**src/rtl/starter_pkg.sv**
```systemverilog
package starter_pkg;

  typedef struct packed {
    logic arm;    // accepted start edge: load window, engage
    logic abort;  // running or shutdown: cancel attempt
  } crank_ctl_t;

  function automatic int cnt_width(input int n);
    return (n < 2) ? 1 : $clog2(n + 1);
  endfunction

endpackage

```
**src/rtl/rise_detect.sv**
```systemverilog
module rise_detect (
  input  logic clk_i,
  input  logic rst_ni,
  input  logic sig_i,
  output logic rise_o
);

  logic prev_q;

  always_ff @(posedge clk_i or negedge rst_ni) begin
    if (!rst_ni) prev_q <= 1'b0;
    else         prev_q <= sig_i;
  end

  assign rise_o = sig_i & ~prev_q;

endmodule

```
**src/rtl/crank_timer.sv**
```systemverilog
module crank_timer
  import starter_pkg::*;
#(
  parameter int TIMEOUT_CYCLES = 6000,
  localparam int CNT_W = cnt_width(TIMEOUT_CYCLES)
) (
  input  logic       clk_i,
  input  logic       rst_ni,
  input  crank_ctl_t ctl_i,
  output logic       expire_o
);

  localparam logic [CNT_W-1:0] LOAD = CNT_W'(TIMEOUT_CYCLES);
  localparam logic [CNT_W-1:0] ONE  = CNT_W'(1);

  logic [CNT_W-1:0] cnt_q;

  always_ff @(posedge clk_i or negedge rst_ni) begin
    if (!rst_ni)              cnt_q <= '0;
    else if (ctl_i.abort)     cnt_q <= '0;
    else if (ctl_i.arm)       cnt_q <= LOAD;
    else if (cnt_q != '0)     cnt_q <= cnt_q - ONE;
  end

  // last window cycle, not overridden by reload or cancel
  assign expire_o = (cnt_q == ONE) & ~ctl_i.arm & ~ctl_i.abort;

endmodule

```
**src/rtl/motor_latch.sv**
```systemverilog
module motor_latch
  import starter_pkg::*;
(
  input  logic       clk_i,
  input  logic       rst_ni,
  input  crank_ctl_t ctl_i,
  input  logic       expire_i,
  output logic       latch_o,
  output logic       timed_out_o
);

  logic latch_q, to_q;

  always_ff @(posedge clk_i or negedge rst_ni) begin
    if (!rst_ni) begin
      latch_q <= 1'b0;
      to_q    <= 1'b0;
    end else begin
      to_q <= expire_i & latch_q;
      if (ctl_i.abort)    latch_q <= 1'b0;
      else if (ctl_i.arm) latch_q <= 1'b1;
      else if (expire_i)  latch_q <= 1'b0;
    end
  end

  assign latch_o     = latch_q;
  assign timed_out_o = to_q;

endmodule

```
**src/rtl/starter_ctrl.sv**
```systemverilog
module starter_ctrl
  import starter_pkg::*;
#(
  parameter int TIMEOUT_CYCLES = 6000
) (
  input  logic clk_i,
  input  logic rst_ni,
  input  logic start_i,
  input  logic shutdown_i,
  input  logic running_i,
  output logic motor_o,
  output logic timed_out_o
);

  logic       start_rise, inhibit, expire, latch;
  crank_ctl_t ctl;

  assign inhibit   = running_i | shutdown_i;
  assign ctl.abort = inhibit;
  assign ctl.arm   = start_rise & ~inhibit;

  rise_detect u_rise (
    .clk_i  (clk_i),
    .rst_ni (rst_ni),
    .sig_i  (start_i),
    .rise_o (start_rise)
  );

  crank_timer #(.TIMEOUT_CYCLES(TIMEOUT_CYCLES)) u_timer (
    .clk_i    (clk_i),
    .rst_ni   (rst_ni),
    .ctl_i    (ctl),
    .expire_o (expire)
  );

  motor_latch u_latch (
    .clk_i       (clk_i),
    .rst_ni      (rst_ni),
    .ctl_i       (ctl),
    .expire_i    (expire),
    .latch_o     (latch),
    .timed_out_o (timed_out_o)
  );

  // stop requests cut the drive in the same cycle
  assign motor_o = latch & ~inhibit;

endmodule

```
**config.mk**
```make
export PLATFORM = sky130hd
export DESIGN_NAME = starter_ctrl
export DESIGN_NICKNAME = d
export VERILOG_FILES = /design/src/rtl/starter_pkg.sv /design/src/rtl/rise_detect.sv /design/src/rtl/crank_timer.sv /design/src/rtl/motor_latch.sv /design/src/rtl/starter_ctrl.sv
export SDC_FILE = /design/constraint.sdc
export NUM_CORES = 1
export LEC_CHECK = 0
export BUFFER_PORTS_ARGS = -buffer_cell sky130_fd_sc_hd__buf_4
export CAP_MARGIN = 25
export CORE_UTILIZATION = 50
export CTS_CLUSTER_DIAMETER = 150
export CTS_CLUSTER_SIZE = 24
export DETAILED_ROUTE_END_ITERATION = 7
export PLACE_DENSITY = 0.68
export SYNTH_ARGS = -nofsm -noshare
export SYNTH_HDL_FRONTEND = slang
export SYNTH_HIERARCHICAL = 1
export SYNTH_SLANG_ARGS = --single-unit
```
**constraint.sdc**
```tcl
create_clock -name clk_i -period 3.8 [get_ports clk_i]
set_input_delay 0.57 -clock clk_i [delete_from_list [all_inputs] [get_ports clk_i]]
set_output_delay 0.57 -clock clk_i [all_outputs]
set_load 0.005 [all_outputs]
```
After elaboration in Yosys (flattened, before gate mapping)

Index checks and enable logic that the tools add are counted.

Add/subtract/negate cells: 1
Multipliers: 0
Div/mod/pow operators: 0
$lt $le $gt $ge: 0
Equal/unequal tests: 1
Shift operators: 0
Mux-type cells: 6
Bitwise operators: 10
Reduce and logical (&&, ||, !) cells: 3

Operators by type and width:

| operator                | count |
|---|---|
| $mux W13                | 3 |
| $eq A13 B1 Y1 const B   | 1 |
| $reduce_bool A13 Y1     | 1 |
| $sub A13 B1 Y13 const B | 1 |
| $and A1 B1 Y1           | 6 |
| $reduce_bool A3 Y1      | 2 |
| $mux W1                 | 3 |
| $not A1 Y1              | 3 |
| $or A1 B1 Y1            | 1 |

Bits in registers: 16
Latch bits: 0
Bits in writable memories: 0
Memory bits (read-only): 0
Input bits: 5
Output and inout port bits: 2
Word-level logic and storage cells: 25
Memories: 0

Depth between registers and ports, before layout

Gate-level depths: netlist of run 1.

Word-level depth: 9
Gate-level depth with buffers: 7
Gate-level depth less buffers: 7

Cells and area by module

The synthesis of run 1 kept the hierarchy.

By module, submodules not included:

| module       | times used | cells an instance | area each (um2) | sequential area each (um2) |
|---|---|---|---|---|
| crank_timer  | 1          | 78                | 772.0           | 325.3 |
| motor_latch  | 1          | 6                 | 76.3            | 50.0 |
| rise_detect  | 1          | 2                 | 38.8            | 25.0 |
| starter_ctrl | 1          | 3                 | 21.3            | 0.0 |

Worst setup path after synthesis of run 1

No wires, ideal clock.

Path type: reg-to-reg
Start: register u_timer.cnt_q[0]
End: register u_timer.cnt_q[1]
Library setup time: 0.094 ns
Arrival: 1.915 ns
Data required time: 3.706 ns
Path slack: 1.791 ns
Cell stages (with the launch flop): 6
Path buffers: 0
Clock period less this slack: 2.009 ns
Cells stage by stage: dfrtp_1 inv_1 ha_1 or4b_2 or4_4 a211oi_1

Cells in the longest elaborated chain, start to end: 4
Elaborated cells on any way between the ends: 6
Classes of those cells: 1 x add/sub; 3 x mux; 2 x reduce/logical

RTL lines:

| element                | line              | source |
|---|---|---|
| from (decl)            | crank_timer.sv:16 | `logic [CNT_W-1:0] cnt_q;` |
| from (signal assigned) | crank_timer.sv:22 | `else if (cnt_q != '0) cnt_q <= cnt_q - ONE;` |
| $sub A13 B1 Y13        | crank_timer.sv:22 |  |
| $mux W13               | crank_timer.sv:22 |  |
| $mux W13               | crank_timer.sv:21 | `else if (ctl_i.arm) cnt_q <= LOAD;` |
| $mux W13               | crank_timer.sv:20 | `else if (ctl_i.abort) cnt_q <= '0;` |

Parallel ways exist; a longest one is shown, timed or not. The select of a mux whose other input is x is not followed.
A chain may end at the register's enable or synchronous reset.

Worst setup path after layout of run 1

Start: register u_timer.cnt_q[0]
End: register u_timer.cnt_q[10]

The elaborated chain is that of the path after synthesis.

==> results of run 1 <==
final timing paths:
kind                                             to  slack (ns)        startpoint  cells past startpoint
worst max-delay path              u_timer/cnt_q[10]        1.59  u_timer/cnt_q[0]                      6
worst min-delay path               u_timer/cnt_q[0]        0.12            rst_ni                      1
worst max register to register    u_timer/cnt_q[10]        1.59  u_timer/cnt_q[0]                      6
worst min register to register  u_latch/timed_out_o        0.53   u_latch/latch_o                      1
max in group asynchronous          u_timer/cnt_q[8]        3.50            rst_ni                      1
min in group clk_i                    u_rise/prev_q        0.40           start_i                      1
synth_stat cells:
cell,number
dfrtp_1,16
nor4_1,3
a311oi_1,1
or2_2,1
buf_2,1
inv_1,4
or4b_1,1
or4b_2,1
ha_1,3
nand2b_1,2
clkbuf_1,2
xnor2_1,5
nand2_1,5
and2_2,1
or4_4,1
a21boi_1,5
nor4_4,1
o31ai_1,1
nor2_1,7
nor3b_1,2
nand3b_1,2
nor3_1,2
xor2_1,2
a211oi_1,1
a21oi_2,1
or2_1,1
nor2b_4,1
or3_1,4
o41ai_1,1
o311ai_0,1
a21boi_0,1
or4_1,4
or3b_2,1
a21oi_1,4
kinds of logic (layout without fill, tap and decap cells):
group | after synthesis | count (layout) | synth area share
simple gates | 40 | 40 | 0.293
compound gates | 16 | 16 | 0.127
flops | 16 | 16 | 0.441
xor+xnor | 7 | 7 | 0.0675
buf+inv | 7 | 14 | 0.0303
fa+ha+maj | 3 | 3 | 0.0413
routing by layer:
layer	track usage	vias up	wire length, um
met4	0.0909	0	6
met1	0.288	298	839
met2	0.279	15	744
met5	0	-	0
li1	-	337	-
met3	0.0367	2	71
worst reg2reg max path, cell delays in order, from the launching register on:
cell,delay (ns)
dfrtp_1,0.42
inv_1,0.13
ha_1,0.16
or4b_2,0.65
nor4_4,0.33
a21oi_1,0.21
a21boi_1,0.18
power groups by stage:
stage / Clock [mW] / Sequential (mW) / Combinational [mW]
after floorplan: 0 / 0.243 / 0.380
after global placement: 0 / 0.256 / 0.447
after detailed placement: 0 / 0.258 / 0.451
after CTS: 0.118 / 0.254 / 0.457
after global routing: 0.126 / 0.263 / 0.507
final: 0.112 / 0.255 / 0.456
flip-flops by register name, indices dropped and copies added (netlist names):
signal / cells
u_latch/latch_o: 1
u_latch/timed_out_o: 1
u_rise/prev_q: 1
u_timer/cnt_q: 13
placed cells by master (no fill, tap or decap), drive strengths merged, types with 4 or more instances in the layout:
cell,instances
a21boi,6
nor2,7
a21oi,5
buf,6
nor4,4
nand2,5
or3,4
or4,5
dfrtp,16
clkbuf,4
xnor2,5
inv,4
cell type report:
type,count,share of cell area
multi-input cells,66,0.476
clock buffers,4,0.0360
inverters,4,0.0149
flip-flops and latches,16,0.397
well taps,25,0.0310
repair buffers,6,0.0447
per-stage QoR:
stage               hold WS (ns)  worst slack [ns]  instances  instance area [um2]
CTS                        0.116              1.61        121                 1010
finish                     0.117              1.59        121                 1010
global route               0.112              1.51        121                 1010
global placement           0.440              1.68        117                  972
floorplan                  0.274              1.79         89                  908
detailed placement         0.439              1.62        117                  972
==> results_dict.tcl, run 1 <==
set metrics [dict create \
    status "complete, no violations" \
    p_leak_nw 0.447 \
    synth_top_area_share 0.441 \
    hold_violations 0 \
    slowest_delay_ns 0.65 \
    synth_cell_types 34 \
    syn-num-nets 97 \
    cts.sinks 16 \
    synthToLayoutAreaGrowth_pct 11.0 \
    final_layout_size_suffix_gt1_frac 0.188 \
    grt_pass1_vias 595 \
    power_density_nw_per_um2 817 \
    cts_tree "built" \
    intPower_mw 0.478 \
    seqPwrFrac 0.310 \
    synth.ff_latch_count 16 \
    synth.avg_cell_area_um2 10.2 \
    period_share 0.581 \
    ant_nets 0 \
    nets 105 \
    clk_latency_ns 0.28 \
    row_count 15 \
    relSlewSlack 0.694 \
    core_area_um2 1710 \
    startpoint_type "register" \
    post-route-min-period_ns 2.21 \
    grt_use_total 0.197 \
    max_clock_freq_mhz 453 \
    worstPathCellList "inv_1 -> ha_1 -> or4b_2 -> nor4_4 -> a21oi_1 -> a21boi_1" \
    dp_hpwl_mm 1.23 \
    routed-via-count 652 \
    hold_class "input pin to async pin" \
    cts_setup_buffers 0 \
    multi_input_area_um2 480 \
    cts_buffers 3 \
    root_buffer "clkbuf_4" \
    firstDrtPassIters 4 \
    h-tree-depth 1 \
    port_buffers 6 \
    p_total_mw 0.824 \
    power.switching_mw 0.346 \
    utilization 0.590 \
    cp-end-kind "register" \
    criticalPathCategory "register to register" \
    crit_required_ns 3.96 \
    place.gp.congestion 0.750 \
    fp.dieW_um 44.6 \
    n_antenna_cell 0 \
    grt_overflow 0 \
    clock_power_share 0.136 \
    netlist_top_cells_area "dfrtp_1 (44%), xnor2_1 (4.8%), a21boi_1 (4.1%), ha_1 (4.1%), or4_1 (3.3%)" \
    die_area_um2 1990 \
    synth_largest_area_cell "dfrtp_1" \
    grt_pass1_wl_mm 2.74 \
    clk_pin_slew_ns 0.10 \
    antenna_found_initial 0 \
    drtIter0Drc 25 \
    synth_cells 89 \
    clockBufferDepth 2 \
    slew_viol_final 0 \
    fin_skew_ns 0.00713 \
    syn-cell-area_um2 908 \
    slowest_stage "or4b_2" \
    tns_ns 0 \
    hold_buffers 0 \
    nFillCells 146 \
    switching_share 0.420 \
    rsz0062_at_grt "no" \
    cts.repair.resized 0 \
    wire_per_inst_um 13.7 \
    cp_top_family "simple AND/OR/NAND/NOR gates" \
    setup_viol 0 \
    die_y_um 44.6 \
    ios 7 \
    grt_max_degree 17 \
    drc 0 \
    vias_per_cell 5.39 \
    combPwrFrac 0.554 \
    yosysWarnings 6 \
    ys_seq_area_frac 0.441 \
    critPathBufInv 1 \
    start_util 0.532 \
    max_cap_viol_count 0 \
    critPathMaxFanout 6 \
    routed_wirelength_mm 1.66 \
    worstMarginPinSlew_ns 0.458 \
    ir_drop_mv 0.369 \
    seqCellArea_um2 400 \
    critPathArrivalTime_ns 2.37 \
]
Power figures use the tool's default switching activity.
==> inputs of run 2 (changes only) <==
- ABC_AREA: default -> 1
- clock period: 3.8 -> 2.1 ns (I/O delays scaled with it)
==> run 2 against run 1 <==
Compared with the run above:
- first-iteration DRC count is 32% higher
- clock-buffer cell count stayed put
- non-clock buffer count is 2 higher
- wire length is 34% higher
- combinational power is 20% lower
- sequential share of layout area is 6.0 points lower
- critical path type unchanged
- largest cell class unchanged
- largest power group is now registers
==> results_dict.tcl, run 2 <==
set metrics [dict create \
    slowest_stage "dfrtp_1" \
    dp_hpwl_mm 1.67 \
    drtIter0Drc 33 \
    routed-via-count 934 \
    root_buffer "clkbuf_4" \
    worstMarginPinSlew_ns 0.403 \
    synth_top_area_share 0.378 \
    slowest_delay_ns 0.38 \
    syn-cell-area_um2 1060 \
    synth.avg_cell_area_um2 7.11 \
    crit_top_cell "nor2_1" \
    clk_pin_slew_ns 0.10 \
    startpoint_type "register" \
    h-tree-depth 1 \
    synth_cells 149 \
    cts_setup_buffers 0 \
    grt.busiest_layer "met2" \
    synth-async-reset-ratio 1.00 \
    critPathMaxFanout 7 \
    final_layout_size_suffix_gt1_frac 0.175 \
    row_count 16 \
    fin_skew_ns 0.00352 \
    antenna_found_initial 0 \
    synth.ff_latch_count 16 \
    final_area_um2 1190 \
    synth_cell_types 19 \
    final_common_cell "nand2_1" \
    firstDrtPassIters 5 \
    syn-num-nets 157 \
    fp.dieW_um 48.0 \
    p_leak_nw 0.637 \
    ios 7 \
    cp-end-kind "register" \
    max_cap_viol_count 0 \
    rsz0062_at_grt "no" \
    wire_per_inst_um 11.9 \
    worstReg2RegStart "u_rise/prev_q" \
    routed_wirelength_mm 2.23 \
    ys_seq_area_frac 0.378 \
    grt_use_total 0.228 \
    clockBufferDepth 2 \
    vias_per_cell 4.99 \
    die_y_um 48.0 \
    synth.most_common_cell "nand2_1" \
    critPathArrivalTime_ns 1.85 \
    grt_util_met1 0.312 \
    netlist_top_cells_area "dfrtp_1 (38%), nand2_1 (11%), inv_1 (9.6%), nor2_1 (7.8%), nand3_1 (5.2%)" \
    largest_reg_flops 13 \
    met3_usage 0.0340 \
    port_buffers 6 \
    hp-start "start_i" \
    hold_violations 0 \
    layout_common_cells "nand2_1 (32), inv_1 (27), nor2_1 (22), dfrtp_1 (16), nand3_1 (11)" \
    cts.repair.resized 0 \
    tns_ns 0 \
    ir_drop_mv 0.459 \
    synth_largest_area_cell "dfrtp_1" \
    grt_overflow 0 \
    hold_class "input pin to register" \
    use_met2 0.357 \
    n_antenna_cell 0 \
    nets 169 \
    cts_tree "built" \
    period_share 0.773 \
    top_register "u_timer/cnt_q" \
    post-route-min-period_ns 1.62 \
    worstPathCellList "nor2_2 -> inv_1 -> nor2_1 -> nor2_1 -> nand3_1 -> nor2_1 -> and3_2 -> inv_1 -> nand2_1 -> a21oi_2" \
    ant_nets 0 \
    slew_viol_final 0 \
    status "complete, no violations" \
    criticalPathCategory "register to register" \
    grt_pass1_wl_mm 3.48 \
    crit_required_ns 2.32 \
    grt_max_degree 17 \
    synth_edf_count 0 \
    dpl-instance-area_um2 1140 \
    clk_latency_ns 0.29 \
    yosysWarnings 6 \
    relSlewSlack 0.730 \
    synthToLayoutAreaGrowth_pct 12.0 \
    start_util 0.535 \
    max_clock_freq_mhz 616 \
    cts.sinks 16 \
    grt_pass1_vias 801 \
    power_density_nw_per_um2 791 \
    setup_viol 0 \
    place.gp.congestion 0.853 \
    cts_buffers 3 \
    r2r_setup_slack_ns 0.48 \
    synth_common_cells "nand2_1 (32), inv_1 (27), nor2_1 (22)" \
    core_area_um2 1980 \
    drc 0 \
    ys.flop_type "dfrtp_1" \
    die_area_um2 2310 \
    critPathLaunch "u_rise/prev_q" \
]
## run 2: changes by cell type after synthesis, sizes merged, moves of 5 or more
cell    change
or4         -5
a21boi      -6
inv        +23
a21oi       +6
nand3      +12
nand2      +32
nor2       +24
## run 2: final cells by class
class / count / area [um2]
fillers: 173 / 795
flip-flops and latches: 16 / 400
inverters: 27 / 101
well taps: 27 / 33.8
repair buffers: 8 / 62.6
multi-input cells: 105 / 553
clock buffers: 4 / 36.3
## run 2: per-stage QoR
stage	hold WS [ns]	utilization	setup WS [ns]	std cells	power [mW]
after floorplan	0.0194	-	0.640	149	0.658
after detailed placement	0.187	0.576	0.408	182	0.731
after global placement	0.186	0.576	0.551	182	0.723
after CTS	0.121	0.599	0.494	187	0.946
final	0.134	0.599	0.476	187	0.939
after global routing	0.116	0.599	0.328	187	1.01
## run 2: final timing paths
check / cells after the start / to
max: 10 / u_latch/latch_o
min: 1 / u_rise/prev_q
max reg2reg: 10 / u_latch/latch_o
min reg2reg: 2 / u_timer/cnt_q[1]
max in group asynchronous: 2 / u_timer/cnt_q[4]
min in group asynchronous: 2 / u_latch/timed_out_o
## run 2: kinds of logic after synthesis
family,Yosys count,share of synthesized area
AO/OA/AOI/OAI,13,0.0649
XOR/XNOR,1,0.00827
adder cells (fa/ha/maj),3,0.0354
buffers and inverters,28,0.100
flip-flops,16,0.378
AND/OR/NAND/NOR,88,0.413
## run 2: power by group
group / switching, mW / internal, mW
clock network: 0.102 / 0.106
logic: 0.236 / 0.130
registers: 0.0292 / 0.337
## run 2: critical path, delay by kind of cell (launching register included)
family	cells	cell delay, ns
buf+inv	2	0.10
compound gates	1	0.12
flops	1	0.38
simple gates	7	0.95
## run 2: metal layers
layer | up-vias | part of all wire
met5 | - | 0
met4 | 0 | 0.020
met3 | 6 | 0.054
met2 | 29 | 0.48
met1 | 412 | 0.45
li1 | 487 | -
## run 2: what timing repair did
action | CTS | global route
setup endpoints to repair | 0 | 0
endpoints found under the hold margin | 16 | 0
hold buffers | 1 | 0
==> inputs of run 3 (changes only) <==
- clock period: 2.1 -> 1.6 ns (I/O delays scaled with it)
==> run 3 against run 2 <==
Compared with the run above:
- clock power grew 32%
- clock-buffer cell count is the same
- final cell count grew 0.53%
- sequential share of layout area shrank 0.21 points
- largest power group unchanged
- maximum frequency grew 13%
- non-clock buffer count grew 1
- global-route usage shrank 0.43 points
- wire length shrank 3.8%
- combinational power grew 31%
- core utilization grew 0.38 points
- sequential cell count is the same
- critical path type unchanged
==> results_dict.tcl, run 3 (same netlist as run 2, synthesis figures left out) <==
set metrics [dict create \
    status "complete, no violations" \
    die_y_um 48.0 \
    vias_per_cell 4.99 \
    startpoint_type "register" \
    hold_class "input pin to register" \
    max_cap_viol_count 0 \
    clk_latency_ns 0.29 \
    grt_pass1_vias 797 \
    p_leak_nw 0.643 \
    ir_drop_mv 0.594 \
    clockBufferDepth 2 \
    final_area_um2 1190 \
    post-route-min-period_ns 1.44 \
    hp-start "start_i" \
    dp_slack_ns 0.114 \
    slowest_stage "dfrtp_1" \
    cts.sinks 16 \
    ant_nets 0 \
    row_count 16 \
    rsz0062_at_grt "no" \
    fp.dieW_um 48.0 \
    p_total_mw 1.23 \
    core_area_um2 1980 \
    fin_ws_ns 0.156 \
    antenna_found_initial 0 \
    cts_buffers 3 \
    grt_overflow 0 \
    dpl-instance-area_um2 1150 \
    dp_hpwl_mm 1.66 \
    grt_use_total 0.224 \
    grt_max_degree 17 \
    grt_pass1_wl_mm 3.48 \
    utilization 0.603 \
    start_util 0.535 \
    worstMarginPinSlew_ns 0.319 \
    clk_pin_slew_ns 0.09 \
    layout_common_cells "nand2_1 (32), inv_1 (27), nor2_1 (22), dfrtp_1 (16), nand3_1 (11)" \
    setup_viol 0 \
    root_buffer "clkbuf_4" \
    hold_violations 0 \
    cts_tree "built" \
    crit_top_cell "nor2_1" \
    top_register "u_timer/cnt_q" \
    largest_reg_flops 13 \
    fin_skew_ns 0.00147 \
    firstDrtPassIters 4 \
    instances_no_fill 188 \
    worstPathCellList "nor2_2 -> inv_1 -> nor2_1 -> nor2_1 -> nand3_1 -> nor2_1 -> and3_2 -> inv_1 -> nand2_1 -> a21oi_2" \
    cp-end-kind "register" \
    tns_ns 0 \
    routed-via-count 939 \
    power_density_nw_per_um2 1030 \
    period_share 0.902 \
    place.gp.congestion 0.857 \
    n_antenna_cell 0 \
    routed_wirelength_mm 2.15 \
    crit_required_ns 1.83 \
    drtIter0Drc 26 \
    r2r_end "u_latch/latch_o" \
    port_buffers 6 \
    final_common_cell "nand2_1" \
    r2r_setup_slack_ns 0.16 \
    hold_ws_ns 0.0530 \
    cts.repair.resized 0 \
    slew_viol_final 0 \
    holdPathEnd "u_rise/prev_q" \
    relSlewSlack 0.787 \
    max_clock_freq_mhz 693 \
    worstHoldPathCells 1 \
    dp_cells 183 \
    h-tree-depth 1 \
    hold_buffers 1 \
    final_layout_size_suffix_gt1_frac 0.180 \
    drc 0 \
    synthToLayoutAreaGrowth_pct 12.8 \
    cts_setup_buffers 0 \
    criticalPathCategory "register to register" \
    ios 7 \
    slowest_delay_ns 0.38 \
    wire_per_inst_um 11.4 \
    die_area_um2 2310 \
    nets 170 \
    worstReg2RegStart "u_rise/prev_q" \
    critPathMaxFanout 4 \
    critPathArrivalTime_ns 1.68 \
    r2r_cells 10 \
]
-- run 3: changes by cell type in the layout (fill, tap and decap cells not counted) --
| cell | change |
|---|---|
| buf_4 | +1 |
-- run 3: how the worst max path moves through the flow --
stage	startpoint	end	slack, ns	cells past startpoint
2_1_floorplan	u_rise/prev_q	u_latch/latch_o	0.19	11
3_3_place_gp	u_timer/cnt_q[0]	u_timer/cnt_q[10]	0.23	7
3_5_place_dp	running_i	u_latch/latch_o	0.11	11
4_1_cts	u_rise/prev_q	u_latch/latch_o	0.15	10
5_1_grt	u_rise/prev_q	u_timer/cnt_q[6]	0.008	9
6_report	u_rise/prev_q	u_latch/latch_o	0.16	10
-- run 3: power breakdown --
part           internal (mW)  switching (mW)  leakage (nW)
registers              0.442          0.0385         0.215
clock network          0.139           0.134        0.0210
logic                  0.171           0.307         0.406
-- run 3: routing by layer --
layer  wire length [um]  global-route usage  up-vias  share of wire
li1                   -                   -      483              -
met1               1030               0.294      430           0.48
met2               1020               0.362       24           0.47
met3                 86              0.0453        2          0.040
met4                 14              0.0833        0         0.0065
met5                  0                   0        -              0
-- run 3: critical path, delay by kind of cell, from the launching register on --
family,cells,cell delay [ns]
simple gates,7,0.79
flops,1,0.38
compound gates,1,0.10
buf+inv,2,0.09
-- run 3: layout make-up --
class | count | area (um2)
Fill cell | 182 | 787
Multi-Input combinational cell | 105 | 553
Sequential cell | 16 | 400
Inverter | 27 | 101
Timing Repair Buffer | 9 | 70.1
Clock buffer | 4 | 36.3
Tap cell | 27 | 33.8
